File: config.mk
export PLATFORM = sky130hd
export DESIGN_NAME = mcr_regfile
export DESIGN_NICKNAME = d
export VERILOG_FILES = /design/src/rtl/mcr_pkg.sv /design/src/rtl/mcr_decode.sv /design/src/rtl/mcr_lane.sv /design/src/rtl/mcr_bank_store.sv /design/src/rtl/mcr_regfile.sv
export SDC_FILE = /design/constraint.sdc
export NUM_CORES = 1
export LEC_CHECK = 0
export BUFFER_PORTS_ARGS = -buffer_cell sky130_fd_sc_hd__buf_2
export CORE_MARGIN = 2
export CORE_UTILIZATION = 50
export DETAILED_ROUTE_END_ITERATION = 8
export PLACE_DENSITY = 0.64
export SYNTH_ARGS = -nofsm -noshare
export SYNTH_HDL_FRONTEND = slang
export SYNTH_SLANG_ARGS = --single-unit
export TNS_END_PERCENT = 5
File: constraint.sdc
create_clock -name clk -period 4.3 [get_ports clk]
set_clock_uncertainty 0.1 [all_clocks]
set_input_delay 0.86 -clock clk [delete_from_list [all_inputs] [get_ports clk]]
set_output_delay 0.86 -clock clk [all_outputs]
set_load 0.05 [all_outputs]
File: src/rtl/mcr_pkg.sv
package mcr_pkg;

    localparam int OFF_W     = 11;
    localparam int SIZE_W    = 3;
    localparam int STRIDE_SH = 4;

    localparam logic [7:0] CPU_ID_VAL = 8'h39;

    localparam logic [OFF_W-1:0] OFF_CPU_ID = 11'h000;
    localparam logic [OFF_W-1:0] OFF_BOARD  = 11'h020;
    localparam logic [OFF_W-1:0] OFF_SPEED  = 11'h030;
    localparam logic [OFF_W-1:0] OFF_TIME0  = 11'h050;
    localparam logic [OFF_W-1:0] OFF_TIME1  = 11'h060;
    localparam logic [OFF_W-1:0] OFF_REFR   = 11'h070;
    localparam logic [OFF_W-1:0] OFF_ROMT   = 11'h080;
    localparam logic [OFF_W-1:0] OFF_ARB    = 11'h090;
    localparam logic [OFF_W-1:0] OFF_MASTER = 11'h0B0;
    localparam logic [OFF_W-1:0] OFF_L2     = 11'h0E0;
    localparam logic [OFF_W-1:0] OFF_BANK0  = 11'h1C0;

    typedef enum logic [3:0] {
        SEL_NONE,
        SEL_CPU_ID,
        SEL_BOARD,
        SEL_SPEED,
        SEL_TIMING,
        SEL_ARB,
        SEL_MASTER,
        SEL_L2,
        SEL_BANK
    } reg_sel_e;

endpackage

File: src/rtl/mcr_decode.sv
module mcr_decode
    import mcr_pkg::*;
#(
    parameter int NUM_BANKS = 26,
    parameter int BIDX_W    = $clog2(NUM_BANKS)
) (
    input  logic [OFF_W-1:0]  offset,
    output reg_sel_e          sel,
    output logic [BIDX_W-1:0] bank,
    output logic              bank_hi
);

    // last byte register of the bank range: two slots per bank
    localparam int BANK_LAST_I = 'h1C0 + (2 * NUM_BANKS - 1) * (1 << STRIDE_SH);
    localparam logic [OFF_W-1:0] BANK_LAST = OFF_W'(BANK_LAST_I);

    logic [OFF_W-1:0] rel;

    always_comb begin
        rel     = offset - OFF_BANK0;
        sel     = SEL_NONE;
        bank    = '0;
        bank_hi = 1'b0;
        if (offset >= OFF_BANK0 && offset <= BANK_LAST) begin
            sel     = SEL_BANK;
            bank    = BIDX_W'(rel >> (STRIDE_SH + 1));
            bank_hi = ~rel[STRIDE_SH];
        end else begin
            unique case (offset)
                OFF_CPU_ID: sel = SEL_CPU_ID;
                OFF_BOARD:  sel = SEL_BOARD;
                OFF_SPEED:  sel = SEL_SPEED;
                OFF_TIME0,
                OFF_TIME1,
                OFF_REFR,
                OFF_ROMT:   sel = SEL_TIMING;
                OFF_ARB:    sel = SEL_ARB;
                OFF_MASTER: sel = SEL_MASTER;
                OFF_L2:     sel = SEL_L2;
                default:    sel = SEL_NONE;
            endcase
        end
    end

endmodule

File: src/rtl/mcr_lane.sv
module mcr_lane
    import mcr_pkg::*;
#(
    parameter int DATA_W = 32,
    parameter int LANES  = DATA_W / 8,
    parameter int LANE_W = $clog2(LANES)
) (
    input  logic [SIZE_W-1:0] size,
    input  logic [7:0]        rd_byte,
    input  logic [DATA_W-1:0] wdata,
    output logic [DATA_W-1:0] rd_word,
    output logic [7:0]        wr_byte
);

    logic [LANE_W-1:0] lane;
    logic [7:0]        pick [LANES];

    assign lane = LANE_W'(size - SIZE_W'(1));

    for (genvar i = 0; i < LANES; i++) begin : g_lane
        assign rd_word[i*8 +: 8] = (lane == LANE_W'(i)) ? rd_byte : 8'h00;
        if (i == 0) begin : g_first
            assign pick[i] = (lane == LANE_W'(i)) ? wdata[i*8 +: 8] : 8'h00;
        end else begin : g_rest
            assign pick[i] = pick[i-1] | ((lane == LANE_W'(i)) ? wdata[i*8 +: 8] : 8'h00);
        end
    end

    assign wr_byte = pick[LANES-1];

endmodule

File: src/rtl/mcr_bank_store.sv
module mcr_bank_store #(
    parameter int NUM_BANKS = 26,
    parameter int BANK_W    = 16,
    parameter int BIDX_W    = $clog2(NUM_BANKS)
) (
    input  logic              clk,
    input  logic              rst,
    input  logic              wr_en,
    input  logic [BIDX_W-1:0] bank,
    input  logic              hi,
    input  logic [7:0]        wr_byte,
    output logic [7:0]        rd_byte
);

    localparam int HALF = BANK_W / 2;

    logic [BANK_W-1:0] bank_q [NUM_BANKS];

    for (genvar k = 0; k < NUM_BANKS; k++) begin : g_bank
        always_ff @(posedge clk) begin
            if (rst) begin
                bank_q[k] <= '0;
            end else if (wr_en && bank == BIDX_W'(k)) begin
                if (hi) begin
                    bank_q[k][BANK_W-1:HALF] <= wr_byte;
                end else begin
                    bank_q[k][HALF-1:0] <= wr_byte;
                end
            end
        end

        // a low-byte write keeps the high byte of the same bank
        p_keep_high_r4: assert property (@(posedge clk) disable iff (rst)
            (wr_en && bank == BIDX_W'(k) && !hi) |=> $stable(bank_q[k][BANK_W-1:HALF]));
        // a high-byte write keeps the low byte of the same bank
        p_keep_low_r4: assert property (@(posedge clk) disable iff (rst)
            (wr_en && bank == BIDX_W'(k) && hi) |=> $stable(bank_q[k][HALF-1:0]));
        // writes aimed at another bank leave this one untouched
        p_other_bank_r4: assert property (@(posedge clk) disable iff (rst)
            !(wr_en && bank == BIDX_W'(k)) |=> $stable(bank_q[k]));
    end

    always_comb begin
        rd_byte = 8'h00;
        for (int k = 0; k < NUM_BANKS; k++) begin
            if (bank == BIDX_W'(k)) begin
                rd_byte = hi ? bank_q[k][BANK_W-1:HALF] : bank_q[k][HALF-1:0];
            end
        end
    end

endmodule

File: src/rtl/mcr_regfile.sv
module mcr_regfile
    import mcr_pkg::*;
#(
    parameter int          DATA_W      = 32,
    parameter int          NUM_BANKS   = 26,
    parameter logic [2:0]  BOARD_CODE  = 3'd4,
    parameter logic [1:0]  SPEED_CODE  = 2'd1,
    parameter logic [4:0]  MASTER_CODE = 5'h02
) (
    input  logic              clk,
    input  logic              rst,
    input  logic              acc_valid,
    input  logic              acc_write,
    input  logic [OFF_W-1:0]  acc_offset,
    input  logic [SIZE_W-1:0] acc_size,
    input  logic [DATA_W-1:0] acc_wdata,
    output logic [DATA_W-1:0] rd_data
);

    localparam int BIDX_W = $clog2(NUM_BANKS);

    reg_sel_e          sel;
    logic [BIDX_W-1:0] bank_idx;
    logic              bank_hi;
    logic [7:0]        wr_byte;
    logic [7:0]        bank_rd;
    logic [7:0]        reg_byte;
    logic [DATA_W-1:0] rd_word;
    logic [7:0]        arb_q;
    logic              rd_go;
    logic              wr_go;

    assign rd_go = acc_valid && !acc_write;
    assign wr_go = acc_valid && acc_write;

    mcr_decode #(.NUM_BANKS(NUM_BANKS), .BIDX_W(BIDX_W)) u_decode (
        .offset  (acc_offset),
        .sel     (sel),
        .bank    (bank_idx),
        .bank_hi (bank_hi)
    );

    mcr_lane #(.DATA_W(DATA_W)) u_lane (
        .size    (acc_size),
        .rd_byte (reg_byte),
        .wdata   (acc_wdata),
        .rd_word (rd_word),
        .wr_byte (wr_byte)
    );

    mcr_bank_store #(.NUM_BANKS(NUM_BANKS), .BIDX_W(BIDX_W)) u_banks (
        .clk     (clk),
        .rst     (rst),
        .wr_en   (wr_go && sel == SEL_BANK),
        .bank    (bank_idx),
        .hi      (bank_hi),
        .wr_byte (wr_byte),
        .rd_byte (bank_rd)
    );

    always_ff @(posedge clk) begin
        if (rst) begin
            arb_q <= 8'h00;
        end else if (wr_go && sel == SEL_ARB) begin
            arb_q <= wr_byte;
        end
    end

    always_comb begin
        unique case (sel)
            SEL_CPU_ID: reg_byte = CPU_ID_VAL;
            SEL_BOARD:  reg_byte = {BOARD_CODE, 5'b0};
            SEL_SPEED:  reg_byte = {1'b0, SPEED_CODE, 5'b0};
            SEL_MASTER: reg_byte = {MASTER_CODE, 3'b0};
            SEL_ARB:    reg_byte = arb_q;
            SEL_BANK:   reg_byte = bank_rd;
            default:    reg_byte = 8'h00;
        endcase
    end

    always_ff @(posedge clk) begin
        if (rst) begin
            rd_data <= '0;
        end else if (rd_go) begin
            rd_data <= rd_word;
        end
    end

    // a one-byte read leaves the upper lanes zero
    p_low_lane_only_r1: assert property (@(posedge clk) disable iff (rst)
        (rd_go && acc_size == SIZE_W'(1)) |=> rd_data[DATA_W-1:8] == '0);
    // read data holds when no read is accepted
    p_rdata_hold_r1: assert property (@(posedge clk) disable iff (rst)
        !rd_go |=> $stable(rd_data));
    // identification constant at offset 0
    p_cpu_id_r5: assert property (@(posedge clk) disable iff (rst)
        (rd_go && acc_offset == OFF_CPU_ID && acc_size == SIZE_W'(1))
            |=> rd_data == DATA_W'(8'h39));
    // arbiter byte changes only on a write to its offset
    p_arb_hold_r9: assert property (@(posedge clk) disable iff (rst)
        !(wr_go && acc_offset == OFF_ARB) |=> $stable(arb_q));
    // cache configuration reads zero at any size
    p_l2_zero_r10: assert property (@(posedge clk) disable iff (rst)
        (rd_go && acc_offset == OFF_L2) |=> rd_data == '0);
    // out-of-window reads return zero
    p_outside_zero_r11: assert property (@(posedge clk) disable iff (rst)
        (rd_go && acc_offset >= OFF_W'('h500)) |=> rd_data == '0);

endmodule

==> qor.txt, run 1 <==
total grt overflow: 0
Hold Crit Endpoint: rd_data[19]
# IOs: 82
total placed cells including tap cells: 2,690
largest net degree at the start of global routing: 53
Tot Pwr: 10.6 mW
Net Switching: 2.49 mW
Clock Tree Root: clkbuf_16
Fin Hold WS: 345 ps
crit share post-route: 95.2%
Slew HR: 21.9%
FMAX: 244 MHz
Slew Limit Fails: 0
Area Overhead vs Synth: 19.6%
Placeable Area: 0.0428 mm²
Multi-input gate area: 0.00745 mm²
CP endpoint kind: register
Post-route DRC: 0
hpwl dp: 46,600 µm
P_leak: 9.17 nW
post-synthesis async set-or-reset flop share: 0%
Clock Path Buffers: 3
Worst Path Class, Setup: primary input to register
first-pass detailed-route iteration total: 5
Synth Net Count: 2,033
outcome: finished, final reports clean
R2R Setup Slk: 1650 ps
hold path cells: 2
Yosys cell types: 86
commonest non-fill, non-tap cell in the layout: nor2_1
WL final: 69,600 µm
Hold Crit Class: register to register
Worst R2R Start: u_banks.bank_q[1][12]
Via Count: 16,900
vias per inst: 6.08
Setup WS pre-CTS: -487 ps
Worst Max-Slew Pin Slew: 1170 ps
Fillers: 3,494
IO buf count: 80
post-cts hold buffer count: 0
max_cap viols: 0
Rows: 76
leading area contributor after synthesis: edfxtp_1
most frequent cells in the layout: nor2_1, edfxtp_1, buf_4
sw frac: 23.5%
routability cong.: 0.964
die area: 0.0447 mm²
post-layout util: 60.2%
Post-Syn Instances: 1,979
DIE WIDTH: 212 µm
clock period minus worst slack: 4090 ps
sequential element share of the synthesized area: 61.7%
CP Max Fanout: 24
n_diodes: 0
Clk Latency, worst-skew pair: 600 ps
GR Util All Layers: 31.3%
fraction of layout cells with a size suffix above 1: 20.5%
Finish-stage setup viols: 0
area of placed instances: 0.0240 mm²
Synth Register Bits: 456
synthesized cell area: 0.0215 mm²
first-pass GRT wire length: 102,000 µm
TNS Setup: 0 ps
endpoints failing hold: 0
pwr/cell area: 411 mW/mm²
clock slew at reported path FFs: 60 ps
internal power: 8.09 mW
Post-layout nets: 2,254
Register Area: 0.0133 mm²
Worst Hold Launch: rd_data[19]
required time worst endpoint: 4700 ps
yosys warns: 0
CP Launch Type: primary input
Clock power frac: 42.6%
CTS Buf Count: 49
Initial DRC Count: 2,297
Peak supply drop: 0.247 mV
FF-to-FF End: rd_data[28]
vias in the first global route: 16,000
RSZ-0062 raised after global routing: false
final worst slack: 206 ps
EDFF count, synth: 416
antenna violations before repair: 1
top cells by area, synth: edfxtp_1, nor2_1, mux2i_1
Initial Util: 50.3%
share of total power in combinational logic: 9.3%
Clock Sinks: 456
Post-synth top flop: edfxtp_1
Mapped Avg Cell Area: 10.9 µm²
Cell Count, Final, Fillers Out: 2,787
WL/cell: 25.0 µm
sequential power share: 48.1%
CTS tree: done
Final ANT Viol Nets: 0
H-tree depth: 2
die height: 212 µm
fin area: 0.0257 mm²
Worst Path Arrival: 4490 ps
Synth top area share: 58.0%
Worst R2R Path Depth: 9
layout make-up:
class	instances	share of cell area [%]
clock buffer	59	5.49
inverter	7	0.102
sequential	456	51.6
clock inverter	33	1.24
multi-input combinational	1348	28.9
timing repair buffer	338	9.95
tap	546	2.65
kinds of logic after synthesis:
family | share of synthesized area (%)
flip-flops | 61.7
AND/OR/NAND/NOR | 17.3
buffers and inverters | 3.71
AO/OA/AOI/OAI | 10.6
multiplexers | 6.07
adder cells (fa/ha/maj) | 0.232
XOR/XNOR | 0.331
how the worst max path moves through the flow:
stage | startpoint | end | slack [ps] | depth (start not counted)
2_1_floorplan | acc_offset[6] | rd_data[28] | 720 | 11
3_3_place_gp | acc_offset[10] | rd_data[28] | -440 | 14
3_5_place_dp | acc_offset[10] | rd_data[28] | -490 | 14
4_1_cts | acc_offset[10] | rd_data[28] | 130 | 14
5_1_grt | acc_offset[7] | rd_data[12] | 150 | 15
6_report | acc_offset[7] | rd_data[28] | 210 | 15
per-layer routing:
layer,routed length (µm),up-vias,global-route usage (%)
met5,0,-,0
met2,32200,989,49.3
met1,27300,8250,43.3
met3,7830,153,5.90
li1,-,7542,-
met4,2310,0,11.4
synth_stat cells, types with 19 or more instances:
| library cell | n |
|---|---|
| nor2_1 | 488 |
| o21ai_0 | 57 |
| clkbuf_1 | 108 |
| o22ai_1 | 23 |
| buf_2 | 20 |
| nand2_1 | 228 |
| or3_1 | 23 |
| o21bai_1 | 53 |
| dfxtp_1 | 40 |
| buf_1 | 19 |
| nand3_1 | 36 |
| a21oi_1 | 66 |
| edfxtp_1 | 416 |
| nor3_1 | 28 |
| mux2i_1 | 117 |
state kept, by name (all words and copies together) (netlist names):
signal          flops
arb_q               8
rd_data            32
u_banks.bank_q    416
repair_timing:
action                                  CTS  global route
gates resized for setup                   0             0
buffers inserted                          0             5
endpoints found under the setup margin    0             1
power groups by stage:
stage	Clock [mW]	Combinational (mW)	Sequential, mW
finish	4.50	0.987	5.09
global route	4.71	1.04	5.10
CTS	4.53	0.969	5.09
detailed placement	0	0.965	5.18
global placement	0	0.954	5.17
floorplan	0	0.508	5.17
critical path: stages:
cell	delay, ps
buf_2	200
inv_1	110
ha_1	400
buf_4	200
nand2b_1	80
buf_4	170
nor3_1	200
nand3_1	220
buf_4	290
o21ai_0	300
a21oi_1	150
nor4_1	600
buf_4	250
o21ai_1	190
a22o_1	260
(Power assumes the default switching activity.)
==> run 2, diff against run 1 <==
--- a/config.mk
+++ b/config.mk
@@ -7,9 +7,9 @@
 export LEC_CHECK = 0
 export BUFFER_PORTS_ARGS = -buffer_cell sky130_fd_sc_hd__buf_2
 export CORE_MARGIN = 2
-export CORE_UTILIZATION = 50
+export CORE_UTILIZATION = 36
 export DETAILED_ROUTE_END_ITERATION = 8
-export PLACE_DENSITY = 0.64
+export PLACE_DENSITY = 0.48
 export SYNTH_ARGS = -nofsm -noshare
 export SYNTH_HDL_FRONTEND = slang
 export SYNTH_SLANG_ARGS = --single-unit
==> run 2 against run 1 <==
Net effect:
- count of clock-buffer cells in the layout grew 15
- highest routed layer unchanged
- sequential cell count is the same
- via count shrank 1.6%
- critical path depth unchanged
- combinational power increased by 5%
- largest cell class unchanged
- maximum frequency shrank 1.6%
- routed wire length up 9.9%
- cell area up 0.82%
- critical path type unchanged
- global-route usage is 7.1 points lower
==> qor.txt, run 2 (synthesis gave the netlist of run 1 again) <==
vias in the first global route: 16,200
Hold Crit Class: register to register
RSZ-0062 raised after global routing: false
vias per inst: 5.48
GR Util All Layers: 24.2%
WL/cell: 25.1 µm
Multi-input gate area: 0.00745 mm²
CP Max Fanout: 19
outcome: finished, final reports clean
Slew Limit Fails: 0
wl on met1: 32,800 µm
hpwl dp: 52,400 µm
WL final: 76,400 µm
die height: 249 µm
total grt overflow: 0
post-layout util: 44.0%
most frequent cells in the layout: nor2_1, edfxtp_1, buf_4
Clock Tree Root: clkbuf_16
number of flip-flops in the largest register: 416
Post-layout nets: 2,281
Post-route DRC: 0
P_leak: 9.13 nW
first-pass GRT wire length: 110,000 µm
Worst Max-Slew Pin Slew: 1200 ps
Setup WS pre-CTS: -310 ps
FMAX: 240 MHz
crit share post-route: 96.8%
Cell Count, Final, Fillers Out: 3,043
CTS tree: done
top sig layer: met4
Peak supply drop: 0.307 mV
Slew HR: 19.9%
CP endpoint kind: register
Via Count: 16,700
H-tree depth: 2
Post-CTS Repair Setup Buffers: 0
Register Area: 0.0133 mm²
Rows: 89
Worst Path Class, Setup: primary input to register
TNS Setup: 0 ps
IO buf count: 80
Final ANT Viol Nets: 0
fraction of layout cells with a size suffix above 1: 20.7%
Clock Sinks: 456
required time worst endpoint: 4690 ps
Fillers: 5,680
die area: 0.0618 mm²
Biggest register: u_banks.bank_q
# IOs: 82
clock period minus worst slack: 4160 ps
commonest non-fill, non-tap cell in the layout: nor2_1
largest net degree at the start of global routing: 46
clock slew at reported path FFs: 60 ps
pwr/cell area: 393 mW/mm²
total placed cells including tap cells: 2,946
Finish-stage setup viols: 0
WL met2: 35,300 µm
Placeable Area: 0.0590 mm²
DIE WIDTH: 249 µm
Initial Util: 36.5%
Tot Pwr: 10.2 mW
post-cts hold buffer count: 0
CP Launch Type: primary input
Initial DRC Count: 1,781
wire length on met3: 6010 µm
CTS Buf Count: 52
Area Overhead vs Synth: 20.6%
routability cong.: 0.915
final worst slack: 140 ps
antenna violations before repair: 0
Clk Latency, worst-skew pair: 620 ps
first-pass detailed-route iteration total: 6
Clock Path Buffers: 3
biggest registers after layout: u_banks.bank_q: 416 flops, rd_data: 32 flops, arb_q: 8 flops
max_cap viols: 0
Worst Path Arrival: 4550 ps
post_cts resized: 0
endpoints failing hold: 0
[run 2: path summary, 6_finish.rpt]
check,to,slack [ps],startpoint,depth (start not counted)
max,rd_data[22],140,acc_offset[8],15
min,rd_data[11],340,rd_data[11],2
max reg2reg,rd_data[5],1390,arb_q[5],8
min reg2reg,rd_data[11],340,rd_data[11],2
[run 2: final cells by class]
type | count | share of cell area (%)
clock inverter | 21 | 0.429
multi-input combinational | 1348 | 28.7
antenna | 2 | 0.0193
timing repair buffer | 362 | 10.4
tap | 773 | 3.73
sequential | 456 | 51.2
clock buffer | 74 | 5.45
inverter | 7 | 0.101
[run 2: per-layer routing]
metal	GRT usage (%)	vias to the layer above
met4	8.21	0
met1	33.1	8283
li1	-	7600
met2	38.5	677
met5	0	-
met3	4.62	107
[run 2: power breakdown]
| part | switching [mW] | total (mW) | internal (mW) |
|---|---|---|---|
| sequential | 0.0580 | 5.09 | 5.03 |
| combinational | 0.660 | 1.04 | 0.380 |
| clock | 1.79 | 4.07 | 2.28 |
| total | 2.51 | 10.2 | 7.69 |
[run 2: stage by stage]
| step | hold slack, ps | cell area [µm²] |
|---|---|---|
| floorplan | 349 | 21500 |
| global placement | 335 | 24400 |
| detailed placement | 337 | 24400 |
| CTS | 344 | 26000 |
| global route | 373 | 26000 |
| finish | 340 | 26000 |
[run 2: critical path, cell delays in order]
cell	delay, ps
buf_2	240
a31oi_2	150
o2bb2ai_1	610
o21ai_4	150
buf_12	200
buf_12	160
mux2i_1	160
o22ai_1	100
buf_4	160
nor4_1	680
o21ai_0	240
buf_4	210
a211oi_2	320
buf_4	200
o21ai_0	90
